$ cat config.mk
export PLATFORM = sky130hd
export DESIGN_NAME = oprom_window
export DESIGN_NICKNAME = d
export VERILOG_FILES = /design/src/rtl/oprom_pkg.sv /design/src/rtl/oprom_addr_map.sv /design/src/rtl/oprom_scratch_ram.sv /design/src/rtl/oprom_cmd_ctrl.sv /design/src/rtl/oprom_window.sv
export SDC_FILE = /design/constraint.sdc
export NUM_CORES = 1
export LEC_CHECK = 0
export ABC_AREA = 1
export CAP_MARGIN = 20
export CORE_ASPECT_RATIO = 2
export CORE_MARGIN = 2
export CORE_UTILIZATION = 45
export DETAILED_ROUTE_END_ITERATION = 16
export DONT_BUFFER_PORTS = 1
export GPL_ROUTABILITY_DRIVEN = 0
export SYNTH_ARGS = -nofsm -noshare
export SYNTH_HDL_FRONTEND = slang
export SYNTH_SLANG_ARGS = --single-unit
$ cat constraint.sdc
create_clock -name clk -period 5.07 [get_ports clk]
set_input_delay 0.7605 -clock clk [delete_from_list [all_inputs] [get_ports clk]]
set_output_delay 0.7605 -clock clk [all_outputs]
set_load 0.005 [all_outputs]
$ cat src/rtl/oprom_pkg.sv
// Package: shared constants and helpers for the option ROM window.
// Assumes byte-wide host accesses and one-byte command codes.
package oprom_pkg;

    localparam logic [7:0] CMD_BANK_SETUP = 8'h27;
    localparam logic [7:0] CMD_BANK_BOOT  = 8'h26;
    localparam logic [7:0] CMD_SCR_OFF    = 8'h00;
    localparam logic [7:0] CMD_SCR_CLEAR  = 8'h02;
    localparam logic [7:0] CMD_SCR_ON     = 8'h03;

    localparam logic [7:0] STS_BANK_OK = 8'h00;
    localparam logic [7:0] STS_SCR_OK  = 8'h04;
    localparam logic [7:0] STS_UNKNOWN = 8'hFF;
    localparam logic [7:0] BLANK_BYTE  = 8'hFF;

    // Round an image length up to the nearest supported window size.
    function automatic int win_bytes(input int img_bytes);
        if (img_bytes <= 8192)       return 8192;
        else if (img_bytes <= 16384) return 16384;
        else if (img_bytes <= 32768) return 32768;
        else                         return 65536;
    endfunction

    // True for the codes that act on the scratch area.
    function automatic logic is_scr_cmd(input logic [7:0] code);
        return (code == CMD_SCR_OFF) || (code == CMD_SCR_CLEAR) || (code == CMD_SCR_ON);
    endfunction

    // True for the codes that switch banks.
    function automatic logic is_bank_cmd(input logic [7:0] code);
        return (code == CMD_BANK_SETUP) || (code == CMD_BANK_BOOT);
    endfunction

endpackage

$ cat src/rtl/oprom_addr_map.sv
// Address map: masks the host address to the window, forms the external
// ROM address and flags hits on the scratch overlay at the top of the bank.
// Assumes HADDR_W covers the largest window. Offsets past the bank alias
// into the bank for ROM reads but never hit the scratch area.
module oprom_addr_map #(
    parameter int HADDR_W    = 20,
    parameter int WIN_BYTES  = 16384,
    parameter int BANK_BYTES = 16384,
    parameter int SCR_BYTES  = 128
) (
    input  logic [HADDR_W-1:0]            host_addr,
    input  logic                          bank,
    output logic [$clog2(BANK_BYTES):0]   rom_addr,
    output logic                          scr_hit,
    output logic [$clog2(SCR_BYTES)-1:0]  scr_idx
);
    localparam int OFF_W    = $clog2(BANK_BYTES);
    localparam int SCR_W    = $clog2(SCR_BYTES);
    localparam int SCR_BASE = BANK_BYTES - SCR_BYTES;
    localparam logic [HADDR_W-1:0] WIN_MASK = HADDR_W'(WIN_BYTES - 1);

    logic [HADDR_W-1:0] masked;

    // Fold the host address onto the window.
    always_comb masked = host_addr & WIN_MASK;

    assign rom_addr = {bank, masked[OFF_W-1:0]};
    assign scr_idx  = masked[SCR_W-1:0];

    // A window too small to reach the overlay never hits it.
    if (SCR_BASE >= WIN_BYTES) begin : g_no_scr
        assign scr_hit = 1'b0;
    end else begin : g_scr
        assign scr_hit = (masked >= HADDR_W'(SCR_BASE)) &&
                         (masked <  HADDR_W'(BANK_BYTES));
    end

endmodule

$ cat src/rtl/oprom_scratch_ram.sv
// Scratch RAM: byte store for the overlay with one host write port, one
// clear port driven by the controller, and a combinational read port.
// Contents are not reset: the controller keeps the area disabled (blank)
// until an enable command has zeroed it.
module oprom_scratch_ram #(
    parameter int DEPTH = 128,
    parameter int IDX_W = $clog2(DEPTH)
) (
    input  logic             clk,
    input  logic             rst_n,
    input  logic             wr_en,
    input  logic [IDX_W-1:0] wr_idx,
    input  logic [7:0]       wr_data,
    input  logic             clr_en,
    input  logic [IDX_W-1:0] clr_idx,
    input  logic [IDX_W-1:0] rd_idx,
    output logic [7:0]       rd_data
);
    logic [7:0] mem [DEPTH];

    // Store one byte per cycle; a clear step takes the port over.
    always_ff @(posedge clk) begin
        if (clr_en)
            mem[clr_idx] <= 8'h00;
        else if (wr_en)
            mem[wr_idx] <= wr_data;
    end

    // Read the selected byte combinationally.
    assign rd_data = mem[rd_idx];


    clr_wr_excl_chk: assert property (@(posedge clk) disable iff (!rst_n)
        clr_en |-> !wr_en)
        else $error("host write reached scratch RAM during a clear");

endmodule

$ cat src/rtl/oprom_cmd_ctrl.sv
// Command controller: decodes command bytes, holds the bank select and
// the scratch enable, runs the byte-per-cycle clear and returns status.
// Assumes cmd_valid is a one-cycle strobe; commands seen while busy are dropped.
module oprom_cmd_ctrl
    import oprom_pkg::*;
#(
    parameter int SCR_BYTES = 128,
    parameter int IDX_W     = $clog2(SCR_BYTES)
) (
    input  logic             clk,
    input  logic             rst_n,
    input  logic             cmd_valid,
    input  logic [7:0]       cmd_code,
    output logic             bank,
    output logic             scr_en,
    output logic             busy,
    output logic [IDX_W-1:0] clr_idx,
    output logic             sts_valid,
    output logic [7:0]       sts_code
);
    localparam logic [IDX_W-1:0] LAST_IDX = IDX_W'(SCR_BYTES - 1);

    logic accept;

    // A command is taken only when no clear is running.
    assign accept = cmd_valid && !busy;

    // Apply commands, step the clear and produce the status pulse.
    always_ff @(posedge clk) begin
        if (!rst_n) begin
            bank      <= 1'b0;
            scr_en    <= 1'b0;
            busy      <= 1'b0;
            clr_idx   <= '0;
            sts_valid <= 1'b0;
            sts_code  <= 8'h00;
        end else begin
            sts_valid <= 1'b0;
            if (busy) begin
                clr_idx <= clr_idx + 1'b1;
                if (clr_idx == LAST_IDX)
                    busy <= 1'b0;
            end
            if (accept) begin
                sts_valid <= 1'b1;
                case (cmd_code)
                    CMD_BANK_SETUP: begin bank <= 1'b1; sts_code <= STS_BANK_OK; end
                    CMD_BANK_BOOT:  begin bank <= 1'b0; sts_code <= STS_BANK_OK; end
                    CMD_SCR_OFF:    begin scr_en <= 1'b0; sts_code <= STS_SCR_OK; end
                    CMD_SCR_CLEAR: begin
                        busy     <= 1'b1;
                        clr_idx  <= '0;
                        sts_code <= STS_SCR_OK;
                    end
                    CMD_SCR_ON: begin
                        scr_en   <= 1'b1;
                        busy     <= 1'b1;
                        clr_idx  <= '0;
                        sts_code <= STS_SCR_OK;
                    end
                    default:        sts_code <= STS_UNKNOWN;
                endcase
            end
        end
    end


    sts_scratch_chk: assert property (@(posedge clk) disable iff (!rst_n)
        (cmd_valid && !busy && is_scr_cmd(cmd_code)) |=> (sts_valid && sts_code == STS_SCR_OK))
        else $error("scratch command status wrong");


    sts_bank_chk: assert property (@(posedge clk) disable iff (!rst_n)
        (cmd_valid && !busy && is_bank_cmd(cmd_code)) |=> (sts_valid && sts_code == STS_BANK_OK))
        else $error("bank command status wrong");


    busy_drop_chk: assert property (@(posedge clk) disable iff (!rst_n)
        (cmd_valid && busy) |=> !sts_valid)
        else $error("command accepted while busy");


    bank_hold_chk: assert property (@(posedge clk) disable iff (!rst_n)
        !(cmd_valid && !busy && is_bank_cmd(cmd_code)) |=> $stable(bank))
        else $error("bank changed without a bank command");

endmodule

$ cat src/rtl/oprom_window.sv
// Option ROM window top: joins the address map, command controller and
// scratch RAM, and registers the read byte (ROM, scratch or blank).
// Assumes one host access per cycle and an external ROM whose data
// follows rom_addr combinationally within the cycle.
module oprom_window
    import oprom_pkg::*;
#(
    parameter int HADDR_W     = 20,
    parameter int IMAGE_BYTES = 16384,
    parameter int BANK_BYTES  = 16384,
    parameter int SCR_BYTES   = 128
) (
    input  logic                        clk,
    input  logic                        rst_n,
    input  logic [HADDR_W-1:0]          host_addr,
    input  logic                        host_rd,
    input  logic                        host_wr,
    input  logic [7:0]                  host_wdata,
    output logic [7:0]                  host_rdata,
    input  logic                        cmd_valid,
    input  logic [7:0]                  cmd_code,
    output logic                        cmd_busy,
    output logic                        sts_valid,
    output logic [7:0]                  sts_code,
    output logic [$clog2(BANK_BYTES):0] rom_addr,
    input  logic [7:0]                  rom_data
);
    localparam int WIN_BYTES = win_bytes(IMAGE_BYTES);
    localparam int SCR_W     = $clog2(SCR_BYTES);

    logic             bank;
    logic             scr_en;
    logic             scr_hit;
    logic [SCR_W-1:0] scr_idx;
    logic [SCR_W-1:0] clr_idx;
    logic [7:0]       scr_rdata;
    logic             scr_we;

    oprom_addr_map #(
        .HADDR_W(HADDR_W), .WIN_BYTES(WIN_BYTES),
        .BANK_BYTES(BANK_BYTES), .SCR_BYTES(SCR_BYTES)
    ) u_map (
        .host_addr(host_addr), .bank(bank), .rom_addr(rom_addr),
        .scr_hit(scr_hit), .scr_idx(scr_idx)
    );

    oprom_cmd_ctrl #(.SCR_BYTES(SCR_BYTES)) u_ctrl (
        .clk(clk), .rst_n(rst_n), .cmd_valid(cmd_valid), .cmd_code(cmd_code),
        .bank(bank), .scr_en(scr_en), .busy(cmd_busy), .clr_idx(clr_idx),
        .sts_valid(sts_valid), .sts_code(sts_code)
    );

    // Host writes land only in an enabled, idle scratch area.
    assign scr_we = host_wr && scr_hit && scr_en && !cmd_busy;

    oprom_scratch_ram #(.DEPTH(SCR_BYTES)) u_ram (
        .clk(clk), .rst_n(rst_n), .wr_en(scr_we), .wr_idx(scr_idx),
        .wr_data(host_wdata), .clr_en(cmd_busy), .clr_idx(clr_idx),
        .rd_idx(scr_idx), .rd_data(scr_rdata)
    );

    // Register the read byte from ROM, scratch or blank fill.
    always_ff @(posedge clk) begin
        if (!rst_n)
            host_rdata <= 8'h00;
        else if (host_rd) begin
            if (!scr_hit)
                host_rdata <= rom_data;
            else if (scr_en)
                host_rdata <= scr_rdata;
            else
                host_rdata <= BLANK_BYTE;
        end
    end


    rd_blank_chk: assert property (@(posedge clk) disable iff (!rst_n)
        (host_rd && scr_hit && !scr_en) |=> (host_rdata == BLANK_BYTE))
        else $error("disabled scratch read not blank");


    rd_rom_chk: assert property (@(posedge clk) disable iff (!rst_n)
        (host_rd && !scr_hit) |=> (host_rdata == $past(rom_data)))
        else $error("ROM read data mismatch");

endmodule

# After elaboration in Yosys (flattened, before gate mapping)
# Memory sizes are Yosys's and may differ from the RTL's.
# Index checks and enable logic that the tools add are counted.
# word_totals
input_bits	49
mem_count	1
ff_bits	27
ram_bits	1024
# mem_list
name	depth	width	rd	rd_ports_with_merged_regs	wr	line_no	text
u_ram.mem	128	8	1	0	1	oprom_scratch_ram.sv:19	logic [7:0] mem [DEPTH];
# classes
n_eq_ne	5
n_addsub	1
magnitude_cmp	2
mux	21
reduce_logical	15
# op_table
op	n
2-to-1 mux 7 bit	4
2-to-1 mux 8 bit	3
equality test 8 x 2 -> 1 bit (second input constant)	2
equality test 8 x 6 -> 1 bit (second input constant)	2
case mux 8 bit (2 select lines)	1
less-than comparator 14 x 15 -> 1 bit (second input constant)	1
greater-or-equal comparator 14 bit (second input constant)	1
2-to-1 mux 1 bit	11
logical NOT 8 bit	1
OR reduction 8 bit	1
adder 7 x 1 -> 7 bit (second input constant)	1
equality test 7 bit (second input constant)	1
logical AND 1 bit	5
case mux 1 bit (2 select lines)	2
AND reduction 2 bit	2
nonzero test 2 bit	2
OR reduction 2 bit	2
OR reduction 3 bit	1
logical NOT 1 bit	1

# Longest topological paths before layout
# depth
depth_word	10
mapped_depth	16

# Modules after synthesis
# From an unflattened synthesis, not the netlist that was laid out.
# unflattened
cells_unflattened	3799
hier_area_um2	43402.9
# modules_own_cells
mod	n_inst	cells_per_inst	area_each_um2	seq_area_each_um2
oprom_scratch_ram	1	3608	42081.6	30749.5
oprom_cmd_ctrl	1	92	670.6	260.2
oprom_window	1	70	455.4	160.2
oprom_addr_map	1	29	195.2	0.0

# Worst setup path after synthesis
# No wires, ideal clock.
# synth_timing
path_type	input-to-reg
start	input host_addr[8]
end	memory u_ram.mem[0][0], data pin
slack_ns	-0.214
stages	7
path_buffers	1
arrival_time_ns	4.488
path_cell_list	nand4_1 > nor2_4 > nand2_4 > nor2_4 > nand2_2 > buf_2 > nor2_1
# synth_between
elab_chain_len	10
word_cells_on_any_way	11
cone_classes	order compare (2); mux (4); reduce/logical (5)
# synth_rtl
element	line_no	text
start, declared	oprom_window.sv:15	input logic [HADDR_W-1:0] host_addr,
less-than comparator 14 x 15 -> 1 bit or greater-or-equal comparator 14 bit (tied branches)	oprom_addr_map.sv:35, oprom_addr_map.sv:34	
logical AND 1 bit (*)	oprom_addr_map.sv:34	assign scr_hit = (masked >= HADDR_W'(SCR_BASE)) &&
logical AND 1 bit (*) (3 in a row)	oprom_window.sv:54	assign scr_we = host_wr && scr_hit && scr_en && !cmd_busy;
2-to-1 mux 1 bit (*)	oprom_scratch_ram.sv:25	else if (wr_en)
2-to-1 mux 1 bit (*)	oprom_scratch_ram.sv:23	if (clr_en)
2-to-1 mux 1 bit (implied by the code) (*)	oprom_scratch_ram.sv:26	mem[wr_idx] <= wr_data;
OR reduction 8 bit (no source line) (*)	n/a	
2-to-1 mux 8 bit (no source line) (*)	n/a	
end, declared	oprom_scratch_ram.sv:19	
# Mark *: on every way between the ends. The rest lies on a longest branch, timed or not.

# Worst setup path in the final report
# layout_timing
start	input host_addr[0]
end	register host_rdata[6]
# layout_between
elab_chain_len	3
word_cells_on_any_way	6
cone_classes	order compare (2); mux (2); reduce/logical (1); memory (1)
# layout_rtl
element	line_no	text
memory read (128 x 8 bit) (tied with other cells)	n/a	
2-to-1 mux 8 bit or logical AND 1 bit (tied branches)	oprom_window.sv:69, oprom_addr_map.sv:34	
2-to-1 mux 8 bit (*)	oprom_window.sv:67	if (!scr_hit)
end signal, assigned	oprom_window.sv:68	host_rdata <= rom_data;
end signal, assigned	oprom_window.sv:70	host_rdata <= scr_rdata;
end, declared	oprom_window.sv:19	output logic [7:0] host_rdata,
# Marks and branches as above.
# A chain may end at the register's enable or synchronous reset.

==> run_results.csv <==
group,metric,value,unit
power,power,16.8,mW
finish,stdcell_count,4971,
critical_path,rr_endpoint,"u_ram.mem[22][2]",
routing,drt-pass1-iter-count,5,
sta,fin_skew,0.0233,ns
synth,synth-seq-cells,1045,
min_path,min_from,"rst_n",
routing,antenna_left,0,
clock_network,clock-sinks,1045,
floorplanning,dieArea,0.0985,sq mm
sta,slew-limit-headroom,-0.365,
sta,max_freq,227,MHz
sta,setup_viol_count_final,0,
clock_network,htree_levels,3,
routing,drc,0,
critical_path,crit_path_max_fanout,515,
floorplanning,io_pins,82,
clock_network,clk_latency,0.67,ns
routing,via_per_inst,5.50,
power,p_int,13.3,mW
routing,drt_iter0_markers,1945,
finish,layout_commonest_cell,"nand2_1",
clock_network,cts_resized,0,
finish,syn_to_final_growth,8.74,%
outcome,violations,"max-slew violations",
clock_network,postCtsSetupBuffers,0,
power,p_sw,3.51,mW
global_route,grt_pass1_vias,26900,
global_route,grt_pass1_wl,165,mm
critical_path,slowest_stage,"inv_8",
global_route,gr-total-overflow,0,
power,pwr-share-seq,0.557,
clock_network,clkSlewWorstSetupHoldPaths,0.07,ns
critical_path,cp-end-kind,"flop",
critical_path,critical_path.most_common_cell,"nand2_1",
power,combPwrFrac,0.041,
synth,syn_nets,3864,
routing,routed_wl,110,mm
sta,fin_crit_sh,0.869,
min_path,min_path_type,"in2reg",
place,place_inst,4813,
synth,synthAdderAreaFrac,0.000290,
critical_path,path_buf_inv,2,
power,switching_share,0.209,
sta,period_needed,4.41,ns
finish,final_area,0.0469,sq mm
place,dp_slack,0.725,ns
clock_network,cts_hold_buffers,0,
synth,synthMuxAreaShare,0,
synth,avgSynthCellArea,11.3,sq um
global_route,grt_start_max_net_pins,516,
synth,synth_xor_area_frac,0.000406,
power,power.leakage,16.8,nW
critical_path,reg2reg_from,"u_ctrl.busy",
critical_path,max_stage_delay,1.18,ns
floorplanning,core_area,0.0951,sq mm
min_path,holdPathStages,2,
sta,setup_slack,0.663,ns
critical_path,ff2ff_path_depth,6,
global_route,grt_antenna_before_repair,1,
critical_path,worst-setup-path-type,"in2reg",
sta,hold_viol,0,
synth,synth_cells,3814,
floorplanning,initial_utilization,0.453,
clock_network,cts_buffers,84,
finish,drive_above_1_share,0.0562,
floorplanning,die_h,442,um
synth,synth-compound-area-share,0.00453,
routing,wl_per_cell,22.2,um
floorplanning,die_width,223,um
global_route,grt_usage,0.224,
outcome,status,"finished with violations",
finish,fillers,8314,
finish,layout_common_cells,"nand2_1, edfxtp_1, nand3_1, nor2_1, clkbuf_16",
critical_path,cp-start-kind,"input pin",
power,vdd_ir_drop_max,0.000402,V
synth,synthesis.area,0.0431,sq mm
sta,finalMaxSlewViolations,339,
critical_path,r2r_slack,1.38,ns
synth,synth_top_family_by_area,"simple AND/OR/NAND/NOR gates",
synth,ys_seq_area_frac,0.723,
power,clockPowerShare,0.403,
synth,ys_types,35,
synth,yosys_warnings,0,
power,powerDensity,358,mW/mm^2
place,dpl_cell_area,0.0441,sq mm
min_path,holdPathEnd,"u_ctrl.sts_code[2]",
critical_path,crit_chain,"inv_8, buf_12, nand2_1, nand3_1, nand3_1, nand2_1, nand2_1, nand3_1, nand3_1, nand2_1, nand2_1, nand3_1, nand2_1, a21oi_1",
critical_path,path_delay_family,"buffers and inverters",
clock_network,cts_root_buffer,"clkbuf_16",
critical_path,critPathRequiredTime,5.66,ns
clock_network,cts_buffer_depth,3,
critical_path,crit_arrival,4.99,ns
clock_network,cts_tree,"done",
floorplanning,core.rowCount,160,
sta,tightest_slew,2.05,ns
place,post-dp-hpwl,63.0,mm
place,io_buffers,0,
routing,vias,27300,
sta,rsz0062_at_grt,"no",
synth,synth_simple_gate_area_frac,0.241,
job,drv_cap,0,
finish,nNetsFinal,3734,
==> cell type report <==
| type | instances | area (sq um) | area share |
|---|---|---|---|
| repair buffers | 40 | 513 | 0.0109 |
| well taps | 1215 | 1520 | 0.0324 |
| clock inverters | 55 | 557 | 0.0119 |
| diodes | 1 | 2.50 | 0.0000534 |
| inverters | 40 | 170 | 0.00363 |
| flip-flops and latches | 1045 | 31200 | 0.665 |
| multi-input cells | 2473 | 10700 | 0.228 |
| clock buffers | 102 | 2260 | 0.0483 |
==> layer usage <==
layer  GRT usage  wire, um  vias up
met4       0.129      6550        0
met3      0.0281      4920      260
met1       0.249     40000    13300
met5           0         0        -
li1            -         -    13000
met2       0.410     59000      789
==> worst reg2reg max path, cell delays in order (launching register included) <==
cell,delay [ns]
dfxtp_1,0.53
inv_1,0.23
nand2_2,0.37
o21ai_2,0.13
nor2_1,0.75
nand2_1,0.50
nor2_1,0.81
==> how the worst max path moves through the flow <==
stage / start / endpoint / slack [ns] / cells past startpoint
floorplan: host_addr[8] / u_ram.mem[0][0] / -0.21 / 7
global placement: host_addr[8] / u_ram.mem[21][5] / 0.86 / 10
detailed placement: host_addr[8] / u_ram.mem[22][5] / 0.72 / 10
CTS: host_addr[8] / u_ram.mem[22][2] / 1.44 / 10
global route: host_addr[8] / u_ram.mem[22][2] / 1.34 / 10
finish: host_addr[0] / host_rdata[6] / 0.66 / 14
==> synthesized netlist by cell type, drive strengths merged <==
cell type	instances	area, sq um
nand2	1361	5120
edfxtp	1024	30700
nand3	886	4440
nor2	180	706
buf	150	766
clkbuf	106	398
inv	38	145
dfxtp	21	420
a21oi	12	60.1
nand4	10	113
o21ai	9	86.3
nor3	5	25.0
clkinv	2	7.51
o211ai	2	15.0
a211oi	1	7.51
a221oi	1	8.76
a311oi	1	8.76
ha	1	12.5
nor4	1	6.26
o41ai	1	8.76
xnor2	1	8.76
xor2	1	8.76
==> power by group through the flow <==
stage / Combinational (mW) / Sequential [mW] / Clock, mW
3_3_place_gp: 0.664 / 9.53 / 0
6_report: 0.685 / 9.34 / 6.75
2_1_floorplan: 0.578 / 9.53 / 0
5_1_grt: 0.750 / 9.33 / 7.13
3_5_place_dp: 0.671 / 9.53 / 0
4_1_cts: 0.672 / 9.34 / 6.85
==> kinds of logic (layout without fill, tap and decap cells) <==
group | count (synthesis) | after routing
xor gates and xnor gates | 2 | 2
buffers and inverters | 296 | 237
other | 0 | 1
and+or+nand+nor | 2443 | 2443
adders and majority gates | 1 | 1
DFF | 1045 | 1045
AOI/OAI and AO/OA | 27 | 27
==> sequential cells by signal (all words and copies together), names as in the netlist <==
signal and cells:
u_ram.mem 1024, u_ctrl.bank 1, u_ctrl.scr_en 1, u_ctrl.clr_idx 7, host_rdata 8, u_ctrl.sts_code 2
u_ctrl.busy 1, u_ctrl.sts_valid 1
==> metrics by stage <==
step                hold slack [ns]  utilization  setup TNS, ns
global placement              0.473        0.463              0
global route                  0.226        0.493              0
detailed placement            0.480        0.463              0
finish                        0.237        0.493              0
floorplan                     0.462            -        -218.78
CTS                           0.200        0.493              0
Power figures use the tool's default switching activity.
